==> config.mk <==
export PLATFORM = sky130hd
export DESIGN_NAME = bbeep_slave
export DESIGN_NICKNAME = d
export VERILOG_FILES = /design/src/rtl/bbeep_pkg.sv /design/src/rtl/bbeep_line_mon.sv /design/src/rtl/bbeep_rom.sv /design/src/rtl/bbeep_xfer_core.sv /design/src/rtl/bbeep_slave.sv
export SDC_FILE = /design/constraint.sdc
export NUM_CORES = 1
export LEC_CHECK = 0
export CAP_MARGIN = 40
export CELL_PAD_IN_SITES_DETAIL_PLACEMENT = 0
export CELL_PAD_IN_SITES_GLOBAL_PLACEMENT = 1
export CORE_MARGIN = 2
export CORE_UTILIZATION = 46
export CTS_CLUSTER_DIAMETER = 100
export CTS_CLUSTER_SIZE = 25
export DETAILED_ROUTE_END_ITERATION = 16
export GPL_ROUTABILITY_DRIVEN = 0
export HOLD_SLACK_MARGIN = 0.06
export PLACE_DENSITY = 0.85
export SETUP_SLACK_MARGIN = 0.4
export SYNTH_ARGS = -nofsm -noshare
export SYNTH_HDL_FRONTEND = slang
export SYNTH_SLANG_ARGS = --single-unit
==> constraint.sdc <==
create_clock -name clk -period 3.2 [get_ports clk]
set_input_delay 0.32 -clock clk [delete_from_list [all_inputs] [get_ports clk]]
set_output_delay 0.32 -clock clk [all_outputs]
set_load 0.01 [all_outputs]
==> src/rtl/bbeep_pkg.sv <==
package bbeep_pkg;

   // contents variants selectable at elaboration
   typedef enum int {
      ROM_AFFINE = 0,
      ROM_FILL   = 1
   } rom_mode_e;

   // classified line activity for one strobe
   typedef struct packed {
      logic start;   // SDA fell with SCL high
      logic stop;    // SDA rose with SCL high
      logic rise;    // SCL rose
      logic steady;  // SDA equals the stored level
   } line_ev_t;

   function automatic int unsigned rom_word(input int unsigned idx,
                                            input int unsigned mul,
                                            input int unsigned add,
                                            input int mode);
      if (mode == ROM_FILL) return add;
      return idx * mul + add;
   endfunction

endpackage

==> src/rtl/bbeep_line_mon.sv <==
module bbeep_line_mon
   import bbeep_pkg::*;
(
   input  logic     clk,
   input  logic     rst_n,
   input  logic     strobe,
   input  logic     scl_in,
   input  logic     sda_in,
   input  logic     drv_en,
   input  logic     drv_val,
   output line_ev_t ev,
   output logic     sda_level
);

   logic scl_q;
   logic sda_q;
   logic both_high;
   logic sda_moved;

   assign both_high = scl_q & scl_in;
   assign sda_moved = sda_q ^ sda_in;

   always_comb begin
      ev.start  = strobe & both_high & sda_moved & ~sda_in;
      ev.stop   = strobe & both_high & sda_moved & sda_in;
      ev.rise   = strobe & ~scl_q & scl_in;
      ev.steady = ~sda_moved;
   end

   // stored levels; the data level may be overridden by the slave
   always_ff @(posedge clk) begin
      if (!rst_n) begin
         scl_q <= 1'b1;
         sda_q <= 1'b1;
      end else if (strobe) begin
         scl_q <= scl_in;
         sda_q <= drv_en ? drv_val : sda_in;
      end
   end

   assign sda_level = sda_q;


   evt_excl_chk: assert property (@(posedge clk) disable iff (!rst_n)
      $onehot0({ev.start, ev.stop, ev.rise}));


   line_hold_chk: assert property (@(posedge clk) disable iff (!rst_n)
      !strobe |=> $stable(sda_q) && $stable(scl_q));

endmodule

==> src/rtl/bbeep_rom.sv <==
module bbeep_rom
   import bbeep_pkg::*;
#(
   parameter int          ADDR_W   = 8,
   parameter int          DATA_W   = 8,
   parameter int          ROM_MODE = ROM_AFFINE,
   parameter int unsigned ROM_MUL  = 29,
   parameter int unsigned ROM_ADD  = 90
) (
   input  logic [ADDR_W-1:0] rd_addr,
   output logic [DATA_W-1:0] rd_data
);

   localparam int DEPTH = 1 << ADDR_W;

   logic [DATA_W-1:0] cells [DEPTH];

   generate
      if (ROM_MODE == ROM_FILL) begin : g_fill
         for (genvar i = 0; i < DEPTH; i++) begin : g_cell
            assign cells[i] = DATA_W'(rom_word(i, ROM_MUL, ROM_ADD, ROM_FILL));
         end
      end else begin : g_affine
         for (genvar i = 0; i < DEPTH; i++) begin : g_cell
            assign cells[i] = DATA_W'(rom_word(i, ROM_MUL, ROM_ADD, ROM_AFFINE));
         end
      end
   endgenerate

   assign rd_data = cells[rd_addr];

endmodule

==> src/rtl/bbeep_xfer_core.sv <==
module bbeep_xfer_core
   import bbeep_pkg::*;
#(
   parameter int ADDR_W = 8,
   parameter int DATA_W = 8,
   parameter int CMD_W  = 8
) (
   input  logic              clk,
   input  logic              rst_n,
   input  line_ev_t          ev,
   input  logic              sda_in,
   input  logic [DATA_W-1:0] rom_data,
   output logic [ADDR_W-1:0] rom_addr,
   output logic              drv_en,
   output logic              drv_val,
   output logic              ack_pend
);

   localparam int TICK_LAST = CMD_W + ADDR_W + 1;
   localparam int TICK_W    = $clog2(TICK_LAST + 1);
   localparam logic [TICK_W-1:0] T_ONE  = TICK_W'(1);
   localparam logic [TICK_W-1:0] T_CMD  = TICK_W'(CMD_W + 1);
   localparam logic [TICK_W-1:0] T_LAST = TICK_W'(TICK_LAST);

   logic [TICK_W-1:0] tick_q, tick_d;
   logic [CMD_W-1:0]  cmd_q, cmd_d;
   logic [ADDR_W-1:0] addr_q, addr_d;
   logic [DATA_W-1:0] data_q, data_d;
   logic              ack_q, ack_d;
   logic              idle;
   logic              take_bit;

   assign idle     = (tick_q == '0) && !ack_q;
   assign take_bit = ev.rise & ev.steady;
   assign rom_addr = {addr_q[ADDR_W-2:0], sda_in};

   always_comb begin
      tick_d  = tick_q;
      cmd_d   = cmd_q;
      addr_d  = addr_q;
      data_d  = data_q;
      ack_d   = ack_q;
      drv_en  = 1'b0;
      drv_val = 1'b1;
      if (ev.start) begin
         tick_d = T_ONE;
         cmd_d  = '0;
      end else if (ev.stop || idle) begin
         // nothing changes
      end else if (ev.rise) begin
         if (ack_q) begin
            drv_en  = 1'b1;
            drv_val = 1'b0;
            ack_d   = 1'b0;
         end else if (take_bit) begin
            if (tick_q < T_CMD) begin
               cmd_d  = {cmd_q[CMD_W-2:0], sda_in};
               tick_d = tick_q + T_ONE;
               if (tick_q == T_CMD - T_ONE) ack_d = 1'b1;
            end else begin
               if (cmd_q[0]) begin
                  drv_en  = 1'b1;
                  drv_val = data_q[DATA_W-1];
               end
               addr_d = rom_addr;
               data_d = data_q << 1;
               if (tick_q == T_LAST - T_ONE) begin
                  data_d = rom_data;
                  ack_d  = 1'b1;
                  tick_d = '0;
               end else begin
                  tick_d = tick_q + T_ONE;
               end
            end
         end
      end
   end

   always_ff @(posedge clk) begin
      if (!rst_n) begin
         tick_q <= '0;
         cmd_q  <= '0;
         addr_q <= '0;
         data_q <= '0;
         ack_q  <= 1'b0;
      end else begin
         tick_q <= tick_d;
         cmd_q  <= cmd_d;
         addr_q <= addr_d;
         data_q <= data_d;
         ack_q  <= ack_d;
      end
   end

   assign ack_pend = ack_q;


   start_load_chk: assert property (@(posedge clk) disable iff (!rst_n)
      ev.start |=> (tick_q == T_ONE) && (cmd_q == '0));


   idle_hold_chk: assert property (@(posedge clk) disable iff (!rst_n)
      (idle && !ev.start) |=> $stable(tick_q) && $stable(cmd_q)
                              && $stable(data_q) && !ack_q);


   glitch_skip_chk: assert property (@(posedge clk) disable iff (!rst_n)
      (ev.rise && !ev.steady && !ack_q) |=> $stable(tick_q) && $stable(addr_q));


   cmd_ack_chk: assert property (@(posedge clk) disable iff (!rst_n)
      (take_bit && !ack_q && tick_q == T_CMD - T_ONE) |=> ack_q && tick_q == T_CMD);


   addr_done_chk: assert property (@(posedge clk) disable iff (!rst_n)
      (take_bit && !ack_q && tick_q == T_LAST - T_ONE) |=> ack_q && tick_q == '0);


   tick_range_chk: assert property (@(posedge clk) disable iff (!rst_n)
      tick_q < T_LAST);

endmodule

==> src/rtl/bbeep_slave.sv <==
module bbeep_slave
   import bbeep_pkg::*;
#(
   parameter int          ADDR_W   = 8,
   parameter int          DATA_W   = 8,
   parameter int          CMD_W    = 8,
   parameter int          ROM_MODE = ROM_AFFINE,
   parameter int unsigned ROM_MUL  = 29,
   parameter int unsigned ROM_ADD  = 90
) (
   input  logic clk,
   input  logic rst_n,
   input  logic strobe,
   input  logic scl_in,
   input  logic sda_in,
   output logic sda_out
);

   generate
      if (ADDR_W < 2 || ADDR_W > 12) begin : g_bad_addr
         $error("bbeep_slave: ADDR_W must be 2..12");
      end
      if (DATA_W < 1) begin : g_bad_data
         $error("bbeep_slave: DATA_W must be at least 1");
      end
      if (CMD_W < 2) begin : g_bad_cmd
         $error("bbeep_slave: CMD_W must be at least 2");
      end
      if (ROM_MODE != ROM_AFFINE && ROM_MODE != ROM_FILL) begin : g_bad_mode
         $error("bbeep_slave: unknown ROM_MODE");
      end
   endgenerate

   line_ev_t          ev;
   logic              drv_en;
   logic              drv_val;
   logic              ack_pend;
   logic [ADDR_W-1:0] rom_addr;
   logic [DATA_W-1:0] rom_data;

   bbeep_line_mon u_mon (
      .clk       (clk),
      .rst_n     (rst_n),
      .strobe    (strobe),
      .scl_in    (scl_in),
      .sda_in    (sda_in),
      .drv_en    (drv_en),
      .drv_val   (drv_val),
      .ev        (ev),
      .sda_level (sda_out)
   );

   bbeep_rom #(
      .ADDR_W   (ADDR_W),
      .DATA_W   (DATA_W),
      .ROM_MODE (ROM_MODE),
      .ROM_MUL  (ROM_MUL),
      .ROM_ADD  (ROM_ADD)
   ) u_rom (
      .rd_addr (rom_addr),
      .rd_data (rom_data)
   );

   bbeep_xfer_core #(
      .ADDR_W (ADDR_W),
      .DATA_W (DATA_W),
      .CMD_W  (CMD_W)
   ) u_core (
      .clk      (clk),
      .rst_n    (rst_n),
      .ev       (ev),
      .sda_in   (sda_in),
      .rom_data (rom_data),
      .rom_addr (rom_addr),
      .drv_en   (drv_en),
      .drv_val  (drv_val),
      .ack_pend (ack_pend)
   );


   ack_drive_chk: assert property (@(posedge clk) disable iff (!rst_n)
      (ack_pend && ev.rise) |=> !sda_out);


   mirror_chk: assert property (@(posedge clk) disable iff (!rst_n)
      (strobe && !drv_en) |=> sda_out == $past(sda_in));

endmodule

==> summary by stage, run 1 <==
Yosys
The adder and majority cell fraction of the synthesized area is slightly above 7%. The distinct cell type count of the synthesized netlist is 56. The synthesized flop and latch total is 24. The cell count after synthesis is 282. The simple logic cell fraction of the synthesized area is 29.4%. The dominant combinational cell family by area after synthesis is simple AND/OR/NAND/NOR gates. The number of warning messages in the yosys log is 0. The number of flops mapped to enable cells by yosys is 0. The average instance in the mapped netlist occupies 7.45 sq um. The fraction of registers with async set or reset after synthesis is 0%. The number of nets handed over by synthesis was between 200 and 300. The area share of xor/xnor cells in the synthesized design is 1.67%. After synthesis the cells add up to 2100 sq um.

Summing the areas of all compound-gate instances in the mapped netlist gives 28.1% of the synthesized area. The most frequently used flop master after synthesis is sky130_fd_sc_hd__dfxtp_1. Of the post-synthesis cell area, the part taken by muxes is 2.38%. For this run, the register share of the synthesized area comes to 22.9%.

GRT
The number of global-route vias before repair is 1,813. The pin count of the biggest net entering global routing is 32. The overall track demand over capacity in global routing is about a fifth. For this run the aggregate overflow at the end of global routing stands at 0. The initial antenna violation count came to 0. The wire length of the first global-routing pass is ~8800 microns.

STA
Of the available clock period, the critical path in the final layout requires approximately three quarters. For the final routed database, the setup TNS stands at 0 ns. The worst max-slew margin expressed relative to the limit is 52.8%. Setup repair after global routing left no endpoint under its margin. The worst path in the final design needs a cycle of ~2.5 ns, including I/O delays and setup.

The final count of pins violating max slew is 0. The final count of negative-setup-slack endpoints is 0. The final-report hold violation count is 0. Clock skew on the completed layout was measured at between 0.0015 and 0.002 ns.

Timing would allow up to 0.407 GHz. At the pin with the least slew margin, the transition time is a little over 0.7 ns.

Placed design
Summing all placed instances gives a cell area of 2140 sq um. The count of buffers added on input and output ports is 5. In this run, placement finished with an instance count of 322. The HPWL reported at the end of detailed placement is 3580 microns.

Finish
The final layout contains 292 nets. The number of fill cells is 414. The post-synthesis to final-layout area growth is 5.06%.

Summing all flip-flop and latch instances after layout gives slightly below 500 sq um. The number of antenna cells inserted is 0. The most common cell after layout, fill and taps aside is sky130_fd_sc_hd__nand2_1. The cell area after layout is between 2000 and 2500 sq um. Cells with a size suffix above 1 make up 6.20% of the layout.

The finished layout holds 326 standard cells, fillers aside. Summing all multi-input logic gate instances after layout gives 1440 sq um. The top cell types in the final layout, fill and taps aside, are sky130_fd_sc_hd__nand2_1 (40), sky130_fd_sc_hd__dfxtp_1 (24), sky130_fd_sc_hd__nor2_1 (21), sky130_fd_sc_hd__a21oi_1 (15).

Die
The number of placement rows is 24. 6 I/O pins were placed. The initial core utilization is 47.9%. The floorplan die width is roughly 72 microns.

From bottom edge to top edge, the die measures 71.6 microns. After floorplanning, the core was sized to cover 4380 sq um. The die footprint is between 5000 and 6000 sq um.

Pwr
Of the total power, registers draw 49.3%. The static leakage is around 0.00076 uW. Across the VDD grid, the largest voltage drop is 0.000235 V. Power spread over the standard cell area amounts to 278 nW/um^2. The switching power as a share of total power is between 20% and 30%. Per report_power, the combinational group accounts for 7.3% of the total. The internal power of the cells totals 489 uW. The share of total power dissipated in the clock network is between 40 and 50%.

Summing internal, switching and leakage power gives slightly above 600 uW. The net switching power is 126 uW.

Routing
The via total after detailed routing is 1,958. The count of nets left with antenna violations once routing finished came out at 0. The first routing iteration left 178 violations. The first detailed-routing pass ran for 4 iterations. Dividing the detail-routed wire length by the instance count gives ~16 microns. The detailed-route wire length is 5140 microns. The post-detailed-route via-to-cell ratio is between 6 and 7. The number of remaining DRC errors is 0.

Worst setup path
The arrival time at the worst endpoint is roughly 2.6 ns. The largest individual stage delay along the critical path comes from the cell sky130_fd_sc_hd__clkdlybuf4s50_1. The largest stage delay on the critical path is 0.48 ns.

Walking the worst path, the cells encountered are clkdlybuf4s50_1 > buf_4 > ha_1 > nor2b_1 > o32ai_1 > nor3_1 > or4_1 > nor4_1 > o21ai_1. STA classifies the critical path endpoint as a flip-flop. The sort of element at the start of the critical path is an input port. The largest fanout of any net on the critical path is 16.

For the worst setup path, the data required time is roughly 3.4 ns. The category of the most critical setup path is in2reg.

Clock tree
The clock tree root driver cell is sky130_fd_sc_hd__clkbuf_8. The CTS sink count is 24. The maximum level of the CTS H-tree is 1. The post-CTS setup-driven buffer insertion count is 0. The total clock buffers created by CTS is 3. The clock passes through at most 2 buffers. The CTS clock-pin slew for the worst setup and hold paths is 0.09 ns. At the later pin of the worst-skew pair, clock insertion delay measures 0.26 ns. TritonCTS built the clock tree.

Once the clock tree was built, the resizer swapped 0 gates to a different size. The number of buffers inserted by hold repair at cts is 0.

Status
The flow ran to the end, and the final reports show no timing, DRC or antenna violations.

Min path
The class of the worst hold path is reg2reg.

Job
The number of violations of the max-capacitance limit is 0.
synthesized netlist by cell type (2+ instances only):
library cell                count  share of area (%)
sky130_fd_sc_hd__a2111oi_0      4                1.7
sky130_fd_sc_hd__a211o_1        3                1.3
sky130_fd_sc_hd__a211oi_1       2               0.71
sky130_fd_sc_hd__a21boi_0      10                3.6
sky130_fd_sc_hd__a21boi_1       4                1.4
sky130_fd_sc_hd__a21o_1         3                1.1
sky130_fd_sc_hd__a21oi_1       15                3.6
sky130_fd_sc_hd__a22o_1         2               0.83
sky130_fd_sc_hd__a311oi_1       5                2.1
sky130_fd_sc_hd__and4_1         2               0.83
sky130_fd_sc_hd__buf_2         10                2.4
sky130_fd_sc_hd__buf_4          5                1.8
sky130_fd_sc_hd__buf_6          2                1.1
sky130_fd_sc_hd__clkbuf_1       8                1.4
sky130_fd_sc_hd__dfxtp_1       24                 23
sky130_fd_sc_hd__ha_1          12                7.1
sky130_fd_sc_hd__inv_1         10                1.8
sky130_fd_sc_hd__mux2i_1        5                2.4
sky130_fd_sc_hd__nand2_1       40                7.1
sky130_fd_sc_hd__nand2b_1      11                3.3
sky130_fd_sc_hd__nand3_1        8                1.9
sky130_fd_sc_hd__nand4_1        2               0.60
sky130_fd_sc_hd__nor2_1        21                3.8
sky130_fd_sc_hd__nor2b_1       12                3.6
sky130_fd_sc_hd__nor3_1         5                1.2
sky130_fd_sc_hd__nor3b_1        2               0.71
sky130_fd_sc_hd__nor4_1         2               0.60
sky130_fd_sc_hd__nor4b_1        2               0.83
sky130_fd_sc_hd__o211ai_1       8                2.9
sky130_fd_sc_hd__o21ai_0        9                2.1
sky130_fd_sc_hd__o21ai_1        2               0.48
sky130_fd_sc_hd__o221ai_1       2               0.83
sky130_fd_sc_hd__o31ai_1        3                1.1
sky130_fd_sc_hd__or3_1          2               0.60
sky130_fd_sc_hd__xor2_1         4                1.7
per-layer routing:
layer / part of all wire, % / vias to the layer above / track usage (%)
li1: - / 995 / -
met1: 49 / 917 / 30.2
met2: 47 / 42 / 34.6
met3: 3.8 / 4 / 3.23
met4: 0.72 / 0 / 2.52
met5: 0 / - / 0
kinds of logic after synthesis:
logic type | count (synthesis)
AND/OR/NAND/NOR | 119
adder cells (fa/ha/maj) | 12
flip-flops | 24
AO/OA/AOI/OAI | 83
buffers and inverters | 35
multiplexers | 5
XOR/XNOR | 4
final cells by class:
class                      instances  area share [%]
tap                               52            2.95
clock inverter                     1            1.36
timing repair buffer              13            4.99
clock buffer                       3            1.87
sequential                        24            21.8
multi-input combinational        223            65.4
inverter                          10            1.70
power groups by stage:
stage | clock [uW] | combinational [uW] | sequential (uW)
after floorplan | 0 | 28.9 | 310
final | 267 | 45.1 | 303
after global routing | 283 | 50.5 | 303
after detailed placement | 0 | 44.9 | 310
after global placement | 0 | 44.4 | 310
after CTS | 273 | 45.1 | 303
registers in the layout, summed over array words and instances, names as in the netlist:
signal	count
u_mon.scl_q	1
u_core.addr_q	7
u_core.tick_q	5
u_core.cmd_q	1
u_core.ack_pend	1
u_mon.sda_level	1
u_core.data_q	8
worst paths after layout:
| kind | start | to | slack [ns] | depth (start not counted) |
|---|---|---|---|---|
| setup reg to reg | u_core.addr_q[1] | u_core.data_q[7] | 0.75 | 8 |
| hold / removal | u_core.data_q[0] | u_core.data_q[0] | 0.46 | 2 |
| hold reg to reg | u_core.data_q[0] | u_core.data_q[0] | 0.46 | 2 |
| setup / recovery | sda_in | u_core.data_q[7] | 0.74 | 9 |
critical path, delay by kind of cell:
| family | cells | cell delay [ns] |
|---|---|---|
| buffers and inverters | 2 | 0.70 |
| AOI/OAI and AO/OA | 2 | 0.34 |
| and+or+nand+nor | 4 | 0.94 |
| adders and majority gates | 1 | 0.31 |
metrics by stage:
stage          util (%)  worst slack (ns)  hold slack [ns]
2_1_floorplan         -             0.899            0.431
3_3_place_gp       48.7             0.525            0.438
3_5_place_dp       48.7             0.507            0.445
4_1_cts            50.3             0.777            0.460
5_1_grt            50.3             0.559            0.483
6_report           50.3             0.741            0.456
(Power assumes the default switching activity.)
==> run 2, diff against run 1 <==
- CORE_UTILIZATION: 46 -> 41
- PLACE_DENSITY: 0.85 -> 0.8
- clock period: 3.2 -> 2.1 ns (I/O delays scaled with it)
==> run 2 against run 1 <==
Compared with the run above: global-route usage is 0.94 points higher; sequential share of layout area is 5.2 points lower; largest power group unchanged; worst setup slack worse by 0.67 ns; die area is 11% higher; core utilization is 9.2 points higher; critical path depth is 1 lower; via count is 14% higher; design area is 35% higher; first-iteration DRC count is 1.1% higher; critical endpoint unchanged; register-to-register slack worse by 0.68 ns; total power is 42% higher; non-clock buffer count is 58 higher.
==> summary by stage, run 2 (synthesized netlist as in run 1, its figures left out) <==
Job
The tool flagged a number of max-cap violations equal to 0.

GRT
The wire length of the first global-routing pass is 9670 microns. The initial antenna violation count is 0. The number of global-route vias before repair was 1,967. Entering global routing, the biggest net connects 18 pins. For this run the aggregate overflow at the end of global routing stands at 0. In the global route stage, overall resource usage came out at 22.0%.

Finish
The flip-flop count of the largest register, all copies and words added is 8. The post-synthesis to final-layout area growth is 41.9%. The top cell types in the final layout, fill and taps aside, are sky130_fd_sc_hd__buf_4 (51), sky130_fd_sc_hd__nand2_1 (31), sky130_fd_sc_hd__nor2_1 (20), sky130_fd_sc_hd__dfxtp_1 (18), sky130_fd_sc_hd__a21oi_1 (15). The cell area after layout is 2980 sq um.

The repair_antennas step left the layout with diodes totalling 0. The post-route netlist has between 30 and 40% of its cells at a drive strength greater than 1. The largest registers in the layout are u_core.data_q x8, u_core.addr_q x7, u_core.tick_q x5. The library cell used most frequently in the layout, excluding fill and tap cells, is sky130_fd_sc_hd__buf_4.

The largest register by flop count is u_core.data_q. The final net count is 350.

STA
The worst max-slew margin expressed relative to the limit is roughly 72%. The transition time at the pin with the least slew margin is 0.405 ns. Of the available clock period, the critical path in the final layout requires between 90% and 100%. The final-report hold violation count is 0. Setup violations remaining at the end of the flow were counted as 0.

Setup repair after global routing could not meet its margin everywhere. The highest attainable clock frequency is ~0.5 GHz. The post-layout minimum cycle time is 2.03 ns. The final count of pins violating max slew is 0. The worst clock skew on the final layout is 0.00143 ns. The final worst-path setup slack is 0.0725 ns.

The total negative slack is 0 ns.

Pwr
The sequential group share of total power is 52.3%. Dividing total power by cell area gives a power density of 294 nW/um^2. The clock group share of total power is 36.2%.

The completed layout was analyzed and its total power is 875 uW. The internal portion of the total power is between 600 and 700 uW. Per report_power, the combinational group accounts for 11.5% of the total. The worst-case vdd ir drop is ~0.00036 V. The switching power as a share of total power is 22.8%. The net switching power is 199 uW. The static leakage is between 0.001 and 0.0015 uW.

Placed design
Prior to clock tree synthesis, the placed netlist has a worst setup slack of -0.354 ns. The placed instances occupy a cell area of ~2500 sq um. Input and output buffers added on the ports amount to 5.

After legalization and detailed placement, the total HPWL measured around 4300 microns.

Die
The initial core utilization is between 40% and 50%. From bottom edge to top edge, the die measures 75.6 microns. Measured along the x axis, the die boundary spans 75.6 microns. The floorplan step defined a die boundary enclosing 5710 sq um.

The number of placement rows is 26. The floorplan core area is 5010 sq um. For this design the top-level I/O count stands at 6.

Worst setup path
The worst setup path is launched from a flip-flop. Walking the worst path, the cells encountered are buf_4 > ha_4 > nor2b_1 > o32ai_2 > nor3_1 > or4_1 > nor4_2 > o21ai_1. At the worst endpoint, the required time is 2.26 ns. At the worst endpoint, the arrival time is 2.19 ns. On the critical path the largest part of the delay comes from simple AND/OR/NAND/NOR gates. The critical path in this run is classified as reg2reg. The worst setup path is captured at a flip-flop. Of all nets on the critical path, the largest fanout is 6. The critical path's slowest cell is sky130_fd_sc_hd__or4_1. The total buffers and inverters traversed by the critical path is 1.

The register-to-register path setup slack is ~0.072 ns. In this design, the stage delay of the slowest critical-path cell is between 0.5 and 0.6 ns.

Clock tree
Counting every sink on the clock net gives 24. The CTS clock-pin slew for the worst setup and hold paths is roughly 0.08 ns. The clock tree root driver cell is sky130_fd_sc_hd__clkbuf_8. The CTS tree is done.

The maximum level of the CTS H-tree is 1. The insertion delay of the later-clocked pin in the worst-skew pair is 0.27 ns. The maximum root-to-sink buffer count is 2. In this run, CTS created clock tree buffers numbering 3.

Routing
The count of routing violations after the opening detailed-route iteration is between 150 and 200. The average routed wire per standard cell is 15.3 microns. The via total after detailed routing is about 2,200. Wires add up to 6170 microns. The pre-antenna-repair detailed-routing pass consisted of 6 iterations. In the routed design, unresolved DRC markers number 0. Dividing the detail-routed via count by the number of cells gives 5.55. The number of nets still failing antenna checks after routing is 0.

Status
The flow ran to the end, and the final reports show no timing, DRC or antenna violations.

Min path
The class of the worst hold path is in2reg.
==> run 2: cell count changes in the layout (fill, tap and decap cells not counted), sizes merged <==
cell           delta
dlymetal6s2s      +2
dlygate4sd2       +1
clkdlybuf4s50     -3
bufinv            -1
clkbuf            +1
buf              +58
==> run 2: worst register-to-register path: stages (launching register included) <==
cell                      delay [ns]
sky130_fd_sc_hd__dfxtp_4        0.38
sky130_fd_sc_hd__buf_4          0.15
sky130_fd_sc_hd__ha_4           0.17
sky130_fd_sc_hd__nor2b_1        0.15
sky130_fd_sc_hd__o32ai_2        0.13
sky130_fd_sc_hd__nor3_1         0.06
sky130_fd_sc_hd__or4_1          0.54
sky130_fd_sc_hd__nor4_2         0.26
sky130_fd_sc_hd__o21ai_1        0.08
==> run 2: final timing paths <==
path	start	to	cells past startpoint
max	u_core.addr_q[0]	u_core.data_q[7]	8
min	scl_in	u_mon.scl_q	3
max reg2reg	u_core.addr_q[0]	u_core.data_q[7]	8
min reg2reg	u_core.data_q[1]	u_core.data_q[1]	2
==> run 2: repair_timing <==
action	4_1_cts	5_1_grt
hold buffers	0	0
gates cloned	1	1
setup endpoints to repair	22	22
endpoints found under the hold margin	0	0
pin swaps	16	10
gates resized for setup	41	34
setup buffers	11	4
==> run 2: stage by stage <==
stage	hold WS (ns)	util [%]	instances
finish	0.247	59.5	402
global route	0.261	59.5	402
CTS	0.466	56.5	397
detailed placement	0.451	50.6	381
global placement	0.440	50.6	381
floorplan	0.338	-	282
==> run 2: power groups by stage <==
stage                     clock (uW)  sequential, uW  combinational (uW)
after floorplan                    0             472                49.5
after global placement             0             472                81.6
after detailed placement           0             472                82.8
after CTS                        322             457                94.0
after global routing             342             458                 109
final                            317             458                 101
==> run 2: routing by layer <==
metal	GRT usage [%]	up-vias	routed length, microns
li1	-	1113	-
met1	32.6	1045	2850
met2	34.3	68	2950
met3	3.04	5	336
met4	4.29	0	35
met5	0	-	0
==> run 2: final cells by class <==
cell class	instances	area (sq um)
well taps	70	87.6
fillers	444	2030
inverters	10	42.5
clock buffers	4	55.1
repair buffers	71	628
multi-input cells	223	1670
flip-flops and latches	24	495
